### src/rtl/pio_pkg.sv
package pio_pkg;

  localparam int unsigned REG_W  = 32;
  localparam int unsigned HOST_AW = 6;

  typedef enum logic [1:0] {S_IDLE, S_REQ, S_WAIT} seq_state_t;

  localparam logic [2:0] CPL_OK = 3'd0;
  localparam logic [2:0] CPL_CA = 3'd4;

  localparam logic [HOST_AW-1:0] OFF_CTRL   = 6'h00;
  localparam logic [HOST_AW-1:0] OFF_START  = 6'h04;
  localparam logic [HOST_AW-1:0] OFF_STAT   = 6'h08;
  localparam logic [HOST_AW-1:0] OFF_ADDRLO = 6'h0C;
  localparam logic [HOST_AW-1:0] OFF_ADDRHI = 6'h10;
  localparam logic [HOST_AW-1:0] OFF_WDATA  = 6'h14;
  localparam logic [HOST_AW-1:0] OFF_STRB   = 6'h18;
  localparam logic [HOST_AW-1:0] OFF_RDATA  = 6'h1C;
  localparam logic [HOST_AW-1:0] OFF_ISR    = 6'h20;
  localparam logic [HOST_AW-1:0] OFF_MASK   = 6'h24;
  localparam logic [HOST_AW-1:0] OFF_TMO    = 6'h28;

  // Configuration read/write codes 0x8..0xB are the non-posted ones.
  function automatic logic type_nonposted(input logic [3:0] t);
    return t[3:2] == 2'b10;
  endfunction

  // Only a successful completion returns real data.
  function automatic logic [REG_W-1:0] pick_rdata(input logic [2:0] code,
                                                  input logic [REG_W-1:0] d);
    return (code == CPL_OK) ? d : {REG_W{1'b1}};
  endfunction

endpackage

### src/rtl/pio_seq.sv
module pio_seq
  import pio_pkg::*;
#(
  parameter int unsigned TMO_W = 16
) (
  input  logic             clk,
  input  logic             rst_n,
  input  logic             start_cmd,
  input  logic [3:0]       cfg_type,
  input  logic [63:0]      cfg_addr,
  input  logic [REG_W-1:0] cfg_wdata,
  input  logic [3:0]       cfg_strb,
  input  logic             cfg_bypass,
  input  logic [TMO_W-1:0] tmo_limit,
  input  logic             req_ready,
  input  logic             rsp_valid,
  output logic             busy,
  output logic             req_valid,
  output logic [3:0]       req_type,
  output logic [63:0]      req_addr,
  output logic [REG_W-1:0] req_wdata,
  output logic [3:0]       req_strb,
  output logic             req_win_bypass,
  output logic             done,
  output logic             tmo_hit
);

  seq_state_t       state_q;
  logic [TMO_W-1:0] cnt_q;
  logic [TMO_W:0]   elapsed;
  logic [TMO_W:0]   limit_eff;
  logic             launch;
  logic             rsp_take;

  assign busy      = (state_q != S_IDLE);
  assign req_valid = (state_q == S_REQ);
  assign launch    = start_cmd && !busy;
  assign rsp_take  = (state_q == S_WAIT) && rsp_valid;
  assign elapsed   = {1'b0, cnt_q} + {{TMO_W{1'b0}}, 1'b1};
  assign limit_eff = (tmo_limit == '0) ? {{TMO_W{1'b0}}, 1'b1} : {1'b0, tmo_limit};
  assign tmo_hit   = busy && !rsp_take && (elapsed >= limit_eff);
  assign done      = rsp_take || tmo_hit;

  always_ff @(posedge clk) begin
    if (!rst_n) begin
      state_q        <= S_IDLE;
      cnt_q          <= '0;
      req_type       <= '0;
      req_addr       <= '0;
      req_wdata      <= '0;
      req_strb       <= '0;
      req_win_bypass <= 1'b0;
    end else begin
      case (state_q)
        S_IDLE: begin
          if (launch) begin
            state_q        <= S_REQ;
            cnt_q          <= '0;
            req_type       <= cfg_type;
            req_addr       <= cfg_addr;
            req_wdata      <= cfg_wdata;
            req_strb       <= cfg_strb;
            req_win_bypass <= cfg_bypass;
          end
        end
        S_REQ: begin
          if (done) begin
            state_q <= S_IDLE;
          end else begin
            cnt_q <= cnt_q + 1'b1;
            if (req_ready) state_q <= S_WAIT;
          end
        end
        S_WAIT: begin
          if (done) state_q <= S_IDLE;
          else      cnt_q   <= cnt_q + 1'b1;
        end
        default: state_q <= S_IDLE;
      endcase
    end
  end

endmodule

### src/rtl/pio_cpl.sv
module pio_cpl
  import pio_pkg::*;
(
  input  logic             clk,
  input  logic             rst_n,
  input  logic             done,
  input  logic             tmo_hit,
  input  logic [2:0]       rsp_status,
  input  logic [REG_W-1:0] rsp_data,
  input  logic [3:0]       done_type,
  input  logic             isr_clr,
  input  logic             mask,
  output logic [2:0]       stat_code,
  output logic             stat_np,
  output logic [REG_W-1:0] rdata,
  output logic             isr,
  output logic             irq
);

  logic [2:0] cpl_code;

  assign cpl_code = tmo_hit ? CPL_CA : rsp_status;
  assign irq      = isr && !mask;

  always_ff @(posedge clk) begin
    if (!rst_n) begin
      stat_code <= '0;
      stat_np   <= 1'b0;
      rdata     <= '0;
      isr       <= 1'b0;
    end else begin
      if (done) begin
        stat_code <= cpl_code;
        stat_np   <= type_nonposted(done_type);
        rdata     <= pick_rdata(cpl_code, rsp_data);
      end
      if (done)         isr <= 1'b1;
      else if (isr_clr) isr <= 1'b0;
    end
  end

endmodule

### src/rtl/cfg_pio_engine.sv
module cfg_pio_engine
  import pio_pkg::*;
#(
  parameter int unsigned TMO_W     = 16,
  parameter int unsigned TMO_RESET = 1000
) (
  input  logic               clk,
  input  logic               rst_n,
  input  logic               host_we,
  input  logic [HOST_AW-1:0] host_addr,
  input  logic [REG_W-1:0]   host_wdata,
  output logic [REG_W-1:0]   host_rdata,
  output logic               req_valid,
  input  logic               req_ready,
  output logic [3:0]         req_type,
  output logic [63:0]        req_addr,
  output logic [REG_W-1:0]   req_wdata,
  output logic [3:0]         req_strb,
  output logic               req_win_bypass,
  input  logic               rsp_valid,
  input  logic [2:0]         rsp_status,
  input  logic [REG_W-1:0]   rsp_data,
  output logic               pio_irq
);

  logic [3:0]       type_q;
  logic             bypass_q;
  logic [31:0]      addr_lo_q;
  logic [31:0]      addr_hi_q;
  logic [REG_W-1:0] wdata_q;
  logic [3:0]       strb_q;
  logic             mask_q;
  logic [TMO_W-1:0] tmo_q;

  logic             seq_busy;
  logic             seq_done;
  logic             seq_tmo;
  logic [2:0]       stat_code;
  logic             stat_np;
  logic [REG_W-1:0] rdata_q;
  logic             isr_q;

  logic wr_ctrl, wr_start, wr_addrlo, wr_addrhi, wr_wdata, wr_strb, wr_isr, wr_mask, wr_tmo;

  assign wr_ctrl   = host_we && (host_addr == OFF_CTRL);
  assign wr_start  = host_we && (host_addr == OFF_START);
  assign wr_addrlo = host_we && (host_addr == OFF_ADDRLO);
  assign wr_addrhi = host_we && (host_addr == OFF_ADDRHI);
  assign wr_wdata  = host_we && (host_addr == OFF_WDATA);
  assign wr_strb   = host_we && (host_addr == OFF_STRB);
  assign wr_isr    = host_we && (host_addr == OFF_ISR);
  assign wr_mask   = host_we && (host_addr == OFF_MASK);
  assign wr_tmo    = host_we && (host_addr == OFF_TMO);

  always_ff @(posedge clk) begin
    if (!rst_n) begin
      type_q    <= '0;
      bypass_q  <= 1'b0;
      addr_lo_q <= '0;
      addr_hi_q <= '0;
      wdata_q   <= '0;
      strb_q    <= '0;
      mask_q    <= 1'b1;
      tmo_q     <= TMO_W'(TMO_RESET);
    end else begin
      if (wr_ctrl) begin
        type_q   <= host_wdata[3:0];
        bypass_q <= host_wdata[24];
      end
      if (wr_addrlo) addr_lo_q <= host_wdata;
      if (wr_addrhi) addr_hi_q <= host_wdata;
      if (wr_wdata)  wdata_q   <= host_wdata;
      if (wr_strb)   strb_q    <= host_wdata[3:0];
      if (wr_mask)   mask_q    <= host_wdata[0];
      if (wr_tmo)    tmo_q     <= host_wdata[TMO_W-1:0];
    end
  end

  pio_seq #(.TMO_W(TMO_W)) u_seq (
    .clk            (clk),
    .rst_n          (rst_n),
    .start_cmd      (wr_start && host_wdata[0]),
    .cfg_type       (type_q),
    .cfg_addr       ({addr_hi_q, addr_lo_q}),
    .cfg_wdata      (wdata_q),
    .cfg_strb       (strb_q),
    .cfg_bypass     (bypass_q),
    .tmo_limit      (tmo_q),
    .req_ready      (req_ready),
    .rsp_valid      (rsp_valid),
    .busy           (seq_busy),
    .req_valid      (req_valid),
    .req_type       (req_type),
    .req_addr       (req_addr),
    .req_wdata      (req_wdata),
    .req_strb       (req_strb),
    .req_win_bypass (req_win_bypass),
    .done           (seq_done),
    .tmo_hit        (seq_tmo)
  );

  pio_cpl u_cpl (
    .clk        (clk),
    .rst_n      (rst_n),
    .done       (seq_done),
    .tmo_hit    (seq_tmo),
    .rsp_status (rsp_status),
    .rsp_data   (rsp_data),
    .done_type  (req_type),
    .isr_clr    (wr_isr && host_wdata[0]),
    .mask       (mask_q),
    .stat_code  (stat_code),
    .stat_np    (stat_np),
    .rdata      (rdata_q),
    .isr        (isr_q),
    .irq        (pio_irq)
  );

  always_comb begin
    host_rdata = '0;
    case (host_addr)
      OFF_CTRL:   host_rdata = {7'b0, bypass_q, 20'b0, type_q};
      OFF_START:  host_rdata = {31'b0, seq_busy};
      OFF_STAT:   host_rdata = {22'b0, stat_code, 6'b0, stat_np};
      OFF_ADDRLO: host_rdata = addr_lo_q;
      OFF_ADDRHI: host_rdata = addr_hi_q;
      OFF_WDATA:  host_rdata = wdata_q;
      OFF_STRB:   host_rdata = {28'b0, strb_q};
      OFF_RDATA:  host_rdata = rdata_q;
      OFF_ISR:    host_rdata = {31'b0, isr_q};
      OFF_MASK:   host_rdata = {31'b0, mask_q};
      OFF_TMO:    host_rdata = REG_W'(tmo_q);
      default:    host_rdata = '0;
    endcase
  end

endmodule

### config.mk
export PLATFORM = sky130hd
export DESIGN_NAME = cfg_pio_engine
export DESIGN_NICKNAME = d
export VERILOG_FILES = /design/src/rtl/pio_pkg.sv /design/src/rtl/pio_seq.sv /design/src/rtl/pio_cpl.sv /design/src/rtl/cfg_pio_engine.sv
export SDC_FILE = /design/constraint.sdc
export NUM_CORES = 1
export LEC_CHECK = 0
export BUFFER_PORTS_ARGS = -buffer_cell sky130_fd_sc_hd__buf_2
export CAP_MARGIN = 30
export CORE_ASPECT_RATIO = 0.9
export CORE_MARGIN = 3
export CORE_UTILIZATION = 30
export DETAILED_ROUTE_END_ITERATION = 10
export GPL_TIMING_DRIVEN = 0
export PLACE_DENSITY = 0.44
export SYNTH_ARGS = -nofsm -noshare
export SYNTH_HDL_FRONTEND = slang
export SYNTH_HIERARCHICAL = 1
export SYNTH_SLANG_ARGS = --single-unit
export TNS_END_PERCENT = 20
### constraint.sdc
create_clock -name clk -period 9.1 [get_ports clk]
set_clock_uncertainty 0.05 [all_clocks]
set_input_delay 0.91 -clock clk [delete_from_list [all_inputs] [get_ports clk]]
set_output_delay 0.91 -clock clk [all_outputs]
set_load 0.05 [all_outputs]
==> results by group, run 1 <==
Synthesis
  – Mapped Nets: 1635
  – Post-synth top flop: dfxtp_1
  – Post-Syn Instances: 1537
  – Warnings, synthesis: 6
  – Synth Register Bits: 282
  – Syn_area_per_cell: 8.010 µm²
  – Synth cell types: 71
  – Sequential area share after synthesis: 45.85%
  – Synth Cell Area: 12310 µm²
  – Async S/R FF share, synth: 0%
  – Post-synth EDFFs: 0

Floorplan
  – Core Region: 39970 µm²
  – Die area: 43510 µm²
  – Num ports: 217
  – # rows: 69
  – Die X: 219.5 µm
  – Initial Util: 30.80%
  – Die Ht: 198.2 µm

Clocking
  – CTS clock-pin slew for the worst setup and hold paths: 0.05 ns
  – Clock Sinks: 282
  – Clk_lat worst skew: 0.53 ns
  – CTS Hold Bufs: 0
  – CTS tree: yes
  – Post_cts resized: 0
  – Number of CTS-inserted buffers: 34
  – Clk root buf: clkbuf_16
  – H-tree Lvls: 2
  – Max Buffers Root-to-Sink: 3
  – Post-CTS setup repair buffer count: 0

Cells and area
  – P&R area growth vs syn: 22.97%
  – FF/Latch Area: 5645 µm²
  – Share of cells above drive strength 1: 18.26%
  – Final Net Count: 1886
  – Commonest non-fill, non-tap cell in the layout: nand2_1
  – Ant diodes: 0
  – Filler cell count: 4188
  – Multi-input gate area: 6025 µm²
  – Commonest non-fill, non-tap cells in the layout: nand2_1, dfxtp_1, buf_2

Global routing
  – Vias in the first global route: 11.45k
  – First-pass GRT wire length: 76070 µm
  – Congestion Overflow GR: 0
  – Largest net degree at the start of global routing: 13
  – Initial antenna violation count: 3
  – All-Layer GR Usage: 23.43%

Power and ir drop
  – Net Sw Frac: 23.82%
  – P_sw: 643.7 µW
  – Internal Power: 2.058 mW
  – Combinational share of power: 4.4%
  – Clock power frac: 49.6%
  – Power Dens Cells: 178.5 nW/µm²
  – LEAKAGE: 5.839 nW
  – Reg power frac: 46.0%
  – Max rail drop VDD: 100.5 µV

Placed design
  – I/O Buffers: 214
  – GP Congestion: 0.9016
  – Hpwl dp: 40790 µm

Setup path
  – Slack of the worst reg-to-reg path: 4.53 ns
  – CP arrival: 3.76 ns
  – WP buf/inv: 3
  – Critical path fanouts, max: 10
  – CP top delay family: buffers and inverters
  – Crit. path cell count: 7
  – R2R depth: 13
  – Worst path most repeated cell: buf_2
  – FF-to-FF Start: u_seq/cnt_q[0]
  – RR Endpoint: u_cpl/rdata[3]
  – Worst path max stage delay: 0.70 ns
  – Crit path from: host_addr[4]
  – Cell-by-cell trace of the critical path: buf_2 -> nor4b_2 -> and2_0 -> clkbuf_1 -> a222oi_1 -> o21ai_0 -> buf_2
  – Crit path to: host_rdata[6]
  – Slowest-stage cell, CP: nor4b_2
  – Setup Crit Path Kind: in2out
  – Worst EP required: 8.14 ns
  – Worst setup EP type: output port
  – Crit start category: input port

STA
  – F_max: 212.1 MHz
  – Final setup fails: 0
  – Least-Margin Pin Slew: 1.021 ns
  – Tmin final: 4.716 ns
  – Final Hold Viols: 0
  – Period utilisation layout: 51.82%
  – Final hold slack: 0.4004 ns
  – Relative slew margins: 31.22%
  – Final Slew Violations: 0
  – Setup TNS: 0 ns
  – RSZ-0062 raised after global routing: no

Job
  – Max Cap Viol: 0

Detailed routing
  – WL final: 52530 µm
  – DR WL/cell: 22.46 µm
  – Routed Antenna Nets: 0
  – First-pass iteration count of the detailed router: 6
  – # DRC: 0
  – Drt initial violations: 1159
  – Vias: 12.13k
  – Vias per Instance: 5.186

Status
  – Status: finished clean

Min path
  – Hold path depth: 2
  – Worst min path class: reg2reg
==> cell type report <==
cell class              instances  share of cell area (%)
plain buffers                 124                   3.570
clock buffers                  46                   6.521
clock inverters                 9                  0.6116
inverters                      27                  0.6694
multi-input cells            1104                   39.79
flip-flops and latches        282                   37.29
well taps                     532                   4.397
repair buffers                215                   7.149
==> layer usage <==
layer | global-route usage [%] | wire length [µm]
met5 | 0 | 0
met4 | 4.824 | 868
met2 | 35.49 | 22660
met3 | 3.637 | 3546
met1 | 35.12 | 25450
==> synthesized netlist by cell type (2+ instances only) <==
master	n	area (µm²)
nand2_1	437	1640
dfxtp_1	282	5645
a21oi_1	124	620.6
o21ai_0	87	435.4
a21boi_0	75	563.0
nand3_1	73	365.4
clkbuf_1	70	262.8
nor2_1	46	172.7
buf_2	38	190.2
a31oi_1	35	219.0
a22oi_1	33	247.7
inv_1	26	97.59
mux2i_1	23	230.2
ha_1	20	250.2
nor2b_1	13	81.33
buf_1	10	37.54
xnor2_1	10	87.58
a222oi_1	9	90.09
a32oi_1	9	78.83
a221o_1	7	70.07
and3_1	7	43.79
a22o_1	6	52.55
and2_1	5	31.28
nand2b_1	5	31.28
nand4_1	5	31.28
nor3_1	5	25.02
a21boi_1	4	30.03
nand3b_1	4	30.03
o2bb2ai_1	4	35.03
o31ai_1	4	30.03
a21o_1	3	22.52
a41oi_1	3	26.28
buf_4	3	22.52
mux2_2	3	33.78
nor4_1	3	18.77
o21a_1	3	22.52
o22ai_1	3	18.77
a221oi_1	2	17.52
a32o_1	2	20.02
and2_0	2	12.51
buf_6	2	22.52
nor4b_2	2	30.03
xor2_1	2	17.52
==> per-stage QoR <==
| step | instance area (µm²) | util, % | std cells | worst slack [ns] | total power [mW] |
|---|---|---|---|---|---|
| 6_report | 15140 | 37.88 | 2339 | 4.384 | 2.702 |
| 5_1_grt | 15140 | 37.88 | 2339 | 4.244 | 2.786 |
| 4_1_cts | 15140 | 37.88 | 2339 | 4.448 | 2.732 |
| 3_5_place_dp | 14060 | 35.17 | 2284 | 4.451 | 1.386 |
| 3_3_place_gp | 14050 | 35.15 | 2283 | 4.456 | 1.386 |
| 2_1_floorplan | 12310 | - | 1537 | 5.038 | 1.321 |
==> how the worst min path moves through the flow <==
stage                                to           startpoint  slack, ns
detailed placement   u_seq/req_wdata[3]   u_seq/req_wdata[3]       0.40
CTS                  u_seq/req_wdata[3]   u_seq/req_wdata[3]       0.40
global placement    u_seq/req_wdata[12]  u_seq/req_wdata[12]       0.39
global route        u_seq/req_wdata[15]  u_seq/req_wdata[15]       0.42
floorplan             u_seq/req_strb[0]            strb_q[0]       0.39
finish                u_seq/req_addr[6]    u_seq/req_addr[6]       0.40
==> sequential cells by signal (all words and copies together) (netlist names), 16 cells and up <==
register / count
tmo_q: 16
wdata_q: 32
addr_lo_q: 32
addr_hi_q: 32
u_seq/cnt_q: 16
u_cpl/rdata: 32
u_seq/req_wdata: 32
u_seq/req_addr: 64
==> logic make-up (layout without fill, tap and decap cells) <==
| kind of cell | after synthesis | in the layout | share of synthesized area (%) |
|---|---|---|---|
| adders and majority gates | 20 | 20 | 2.033 |
| muxes | 27 | 27 | 2.327 |
| xor gates and xnor gates | 12 | 12 | 0.8537 |
| buffers and inverters | 151 | 421 | 5.213 |
| and+or+nand+nor | 621 | 621 | 21.51 |
| AOI/OAI and AO/OA | 424 | 424 | 22.21 |
| DFF | 282 | 282 | 45.85 |
==> worst reg2reg max path, cell delays in order, from the launching register on <==
cell and delay [ns]:
dfxtp_1 0.43, nand3_1 0.21, nor4_2 0.54, nand3_1 0.17, xnor2_1 0.21, ha_1 0.30, nand3_1 0.09, nor3_1 0.40
o311ai_2 0.25, and3_2 0.30, o21ai_0 0.80, and2b_1 0.33, buf_2 0.25, a31oi_1 0.10
==> power by group through the flow <==
stage / combinational (mW) / sequential (mW) / clock, mW
2_1_floorplan: 0.0539 / 1.27 / 0
3_3_place_gp: 0.117 / 1.27 / 0
3_5_place_dp: 0.117 / 1.27 / 0
4_1_cts: 0.118 / 1.24 / 1.37
5_1_grt: 0.127 / 1.24 / 1.42
6_report: 0.120 / 1.24 / 1.34
(Power assumes the default switching activity.)
==> inputs of run 2 (changes only) <==
==> constraint.sdc (replaced) <==
create_clock -name clk -period 4.4 [get_ports clk]
set_clock_uncertainty 0.05 [all_clocks]
set_input_delay 0.44 -clock clk [delete_from_list [all_inputs] [get_ports clk]]
set_output_delay 0.44 -clock clk [all_outputs]
set_load 0.05 [all_outputs]
==> run 2 against run 1 <==
Compared with the run above:
- total power grew 110%
- count of clock-buffer cells in the layout stayed put
- non-clock buffer count did not move
- clock power is 110% higher
- critical path type is now reg2reg
==> results by group, run 2 (synthesized netlist as in run 1, its figures left out) <==
Clocking
  – Clk_lat worst skew: 0.53 ns (about the same)
  – H-tree Lvls: 2 (unchanged)
  – Max Buffers Root-to-Sink: 3 (unchanged)
  – CTS tree: yes
  – Clock Sinks: 282 (unchanged)
  – Post_cts resized: 1 (+1)
  – Number of CTS-inserted buffers: 34 (unchanged)
  – CTS clock-pin slew for the worst setup and hold paths: 0.06 ns (about the same)
  – Post-CTS setup repair buffer count: 0 (unchanged)
  – CTS Hold Bufs: 0 (unchanged)
  – Clk root buf: clkbuf_16

Power and ir drop
  – Final total power: 5.586 mW (+110%)
  – Max rail drop VDD: 207.2 µV (+110%)
  – Reg power frac: 46.0% (about the same)
  – LEAKAGE: 5.841 nW (about the same)
  – Power Dens Cells: 368.8 nW/µm² (+110%)
  – Net Sw Frac: 23.81% (about the same)
  – P_sw: 1.330 mW (+110%)
  – Clock power frac: 49.6% (about the same)
  – Internal Power: 4.256 mW (+110%)
  – Combinational share of power: 4.4% (about the same)

STA
  – Least-Margin Pin Slew: 0.9697 ns (-0.05120 ns)
  – RSZ-0062 raised after global routing: no
  – F_max: 242.0 MHz
  – Period utilisation layout: 93.92%
  – Final Slew Violations: 0 (unchanged)
  – Relative slew margins: 35.36% (+4.1 points)
  – Final Hold Viols: 0 (unchanged)
  – Final hold slack: 0.1412 ns (-0.2592 ns)
  – Tmin final: 4.132 ns
  – Final setup fails: 0 (unchanged)

Setup path
  – Worst setup EP type: flip-flop
  – Crit start category: flip-flop
  – CP arrival: 4.49 ns (+0.73 ns)
  – Setup Crit Path Kind: reg2reg
  – Worst EP required: 4.76 ns (-3.38 ns)
  – Critical path fanouts, max: 10 (unchanged)

Detailed routing
  – Routed Antenna Nets: 0 (unchanged)
  – WL final: 52430 µm (-0.18%)
  – First-pass iteration count of the detailed router: 7 (+1)
  – DR WL/cell: 22.42 µm (-0.18%)
  – # DRC: 0 (unchanged)
  – Vias per Instance: 5.154 (-0.60%)
  – Vias: 12.06k (-0.60%)
  – Drt initial violations: 1164 (+0.43%)

Global routing
  – Largest net degree at the start of global routing: 13 (unchanged)
  – First-pass GRT wire length: 76070 µm (about the same)
  – Initial antenna violation count: 3 (unchanged)
  – Vias in the first global route: 11.45k (-0.026%)
  – All-Layer GR Usage: 23.43% (unchanged)
  – Congestion Overflow GR: 0 (unchanged)

Floorplan
  – Num ports: 217 (unchanged)
  – Die area: 43510 µm² (unchanged)
  – Core Region: 39970 µm² (unchanged)
  – Die Ht: 198.2 µm (unchanged)
  – Die X: 219.5 µm (unchanged)
  – # rows: 69 (unchanged)
  – Initial Util: 30.80% (unchanged)

Cells and area
  – P&R area growth vs syn: 23.04% (about the same)
  – Final Net Count: 1886 (unchanged)
  – Share of cells above drive strength 1: 18.37% (+0.11 points)
  – Ant diodes: 0 (unchanged)
  – Max FFs per register: 64 (unchanged)
  – Filler cell count: 4187 (-0.024%)
  – Commonest non-fill, non-tap cells in the layout: nand2_1, dfxtp_1, buf_2
  – Post-Layout Cell Count: 2339 (unchanged)
  – Commonest non-fill, non-tap cell in the layout: nand2_1
  – Top reg by flops: u_seq/req_addr

Placed design
  – Hpwl dp: 40790 µm (unchanged)
  – Placed cell count: 2284 (unchanged)
  – GP Congestion: 0.9016 (unchanged)
  – I/O Buffers: 214 (unchanged)

Job
  – Max Cap Viol: 0 (unchanged)

Min path
  – Worst min path class: in2reg

Status
  – Status: finished clean
[run 2: cell counts in the layout (fill, tap and decap cells not counted)]
No cell type changed its count.
[run 2: path summary, 6_finish.rpt]
kind                                          from                 end  slack, ns  cells past startpoint
worst max-delay path                u_seq/cnt_q[0]     u_cpl/rdata[20]       0.27                     13
worst min-delay path                  rsp_data[19]     u_cpl/rdata[19]       0.14                      3
worst max register to register      u_seq/cnt_q[0]     u_cpl/rdata[20]       0.27                     13
worst min register to register  u_seq/req_addr[58]  u_seq/req_addr[58]       0.40                      2
[run 2: critical path: stages (launching register included)]
cell and delay, ns:
dfxtp_1 0.44, nand3_1 0.22, nor4_2 0.57, nand3_1 0.17, xnor2_1 0.21, ha_1 0.30
nand3_1 0.09, nor3_1 0.40, o311ai_2 0.25, and3_2 0.31, o21ai_2 0.35, and2b_1 0.28
buf_2 0.26, a31oi_1 0.11
[run 2: cell type report]
cell class	instances	area (µm²)	share of cell area, %
plain buffers	124	540.5	3.568
clock buffers	46	987.2	6.517
clock inverters	9	92.59	0.6112
inverters	27	101.3	0.6690
multi-input cells	1104	6033	39.83
flip-flops and latches	282	5645	37.27
well taps	532	665.6	4.394
repair buffers	215	1082	7.145
[run 2: metrics by stage]
step / cell area, µm² / setup slack [ns] / setup TNS (ns) / util [%]
final: 15150 / 0.2676 / 0 / 37.90
after global routing: 15150 / 0.06543 / 0 / 37.90
after CTS: 15140 / 0.1534 / 0 / 37.88
after detailed placement: 14060 / -0.08354 / -2.186 / 35.17
after global placement: 14050 / -0.1155 / -3.397 / 35.15
after floorplan: 12310 / 1.160 / 0 / -
[run 2: power by group through the flow]
| stage | combinational, mW | clock [mW] | sequential (mW) |
|---|---|---|---|
| floorplan | 0.112 | 0 | 2.62 |
| global placement | 0.243 | 0 | 2.62 |
| detailed placement | 0.243 | 0 | 2.62 |
| CTS | 0.244 | 2.84 | 2.57 |
| global route | 0.262 | 2.93 | 2.57 |
| finish | 0.247 | 2.77 | 2.57 |
[run 2: layer usage]
metal | track usage (%) | vias to the layer above | routed length [µm]
li1 | - | 5829 | -
met1 | 35.13 | 5764 | 25390
met2 | 35.48 | 415 | 22600
met3 | 3.637 | 48 | 3546
met4 | 4.824 | 0 | 899
met5 | 0 | - | 0
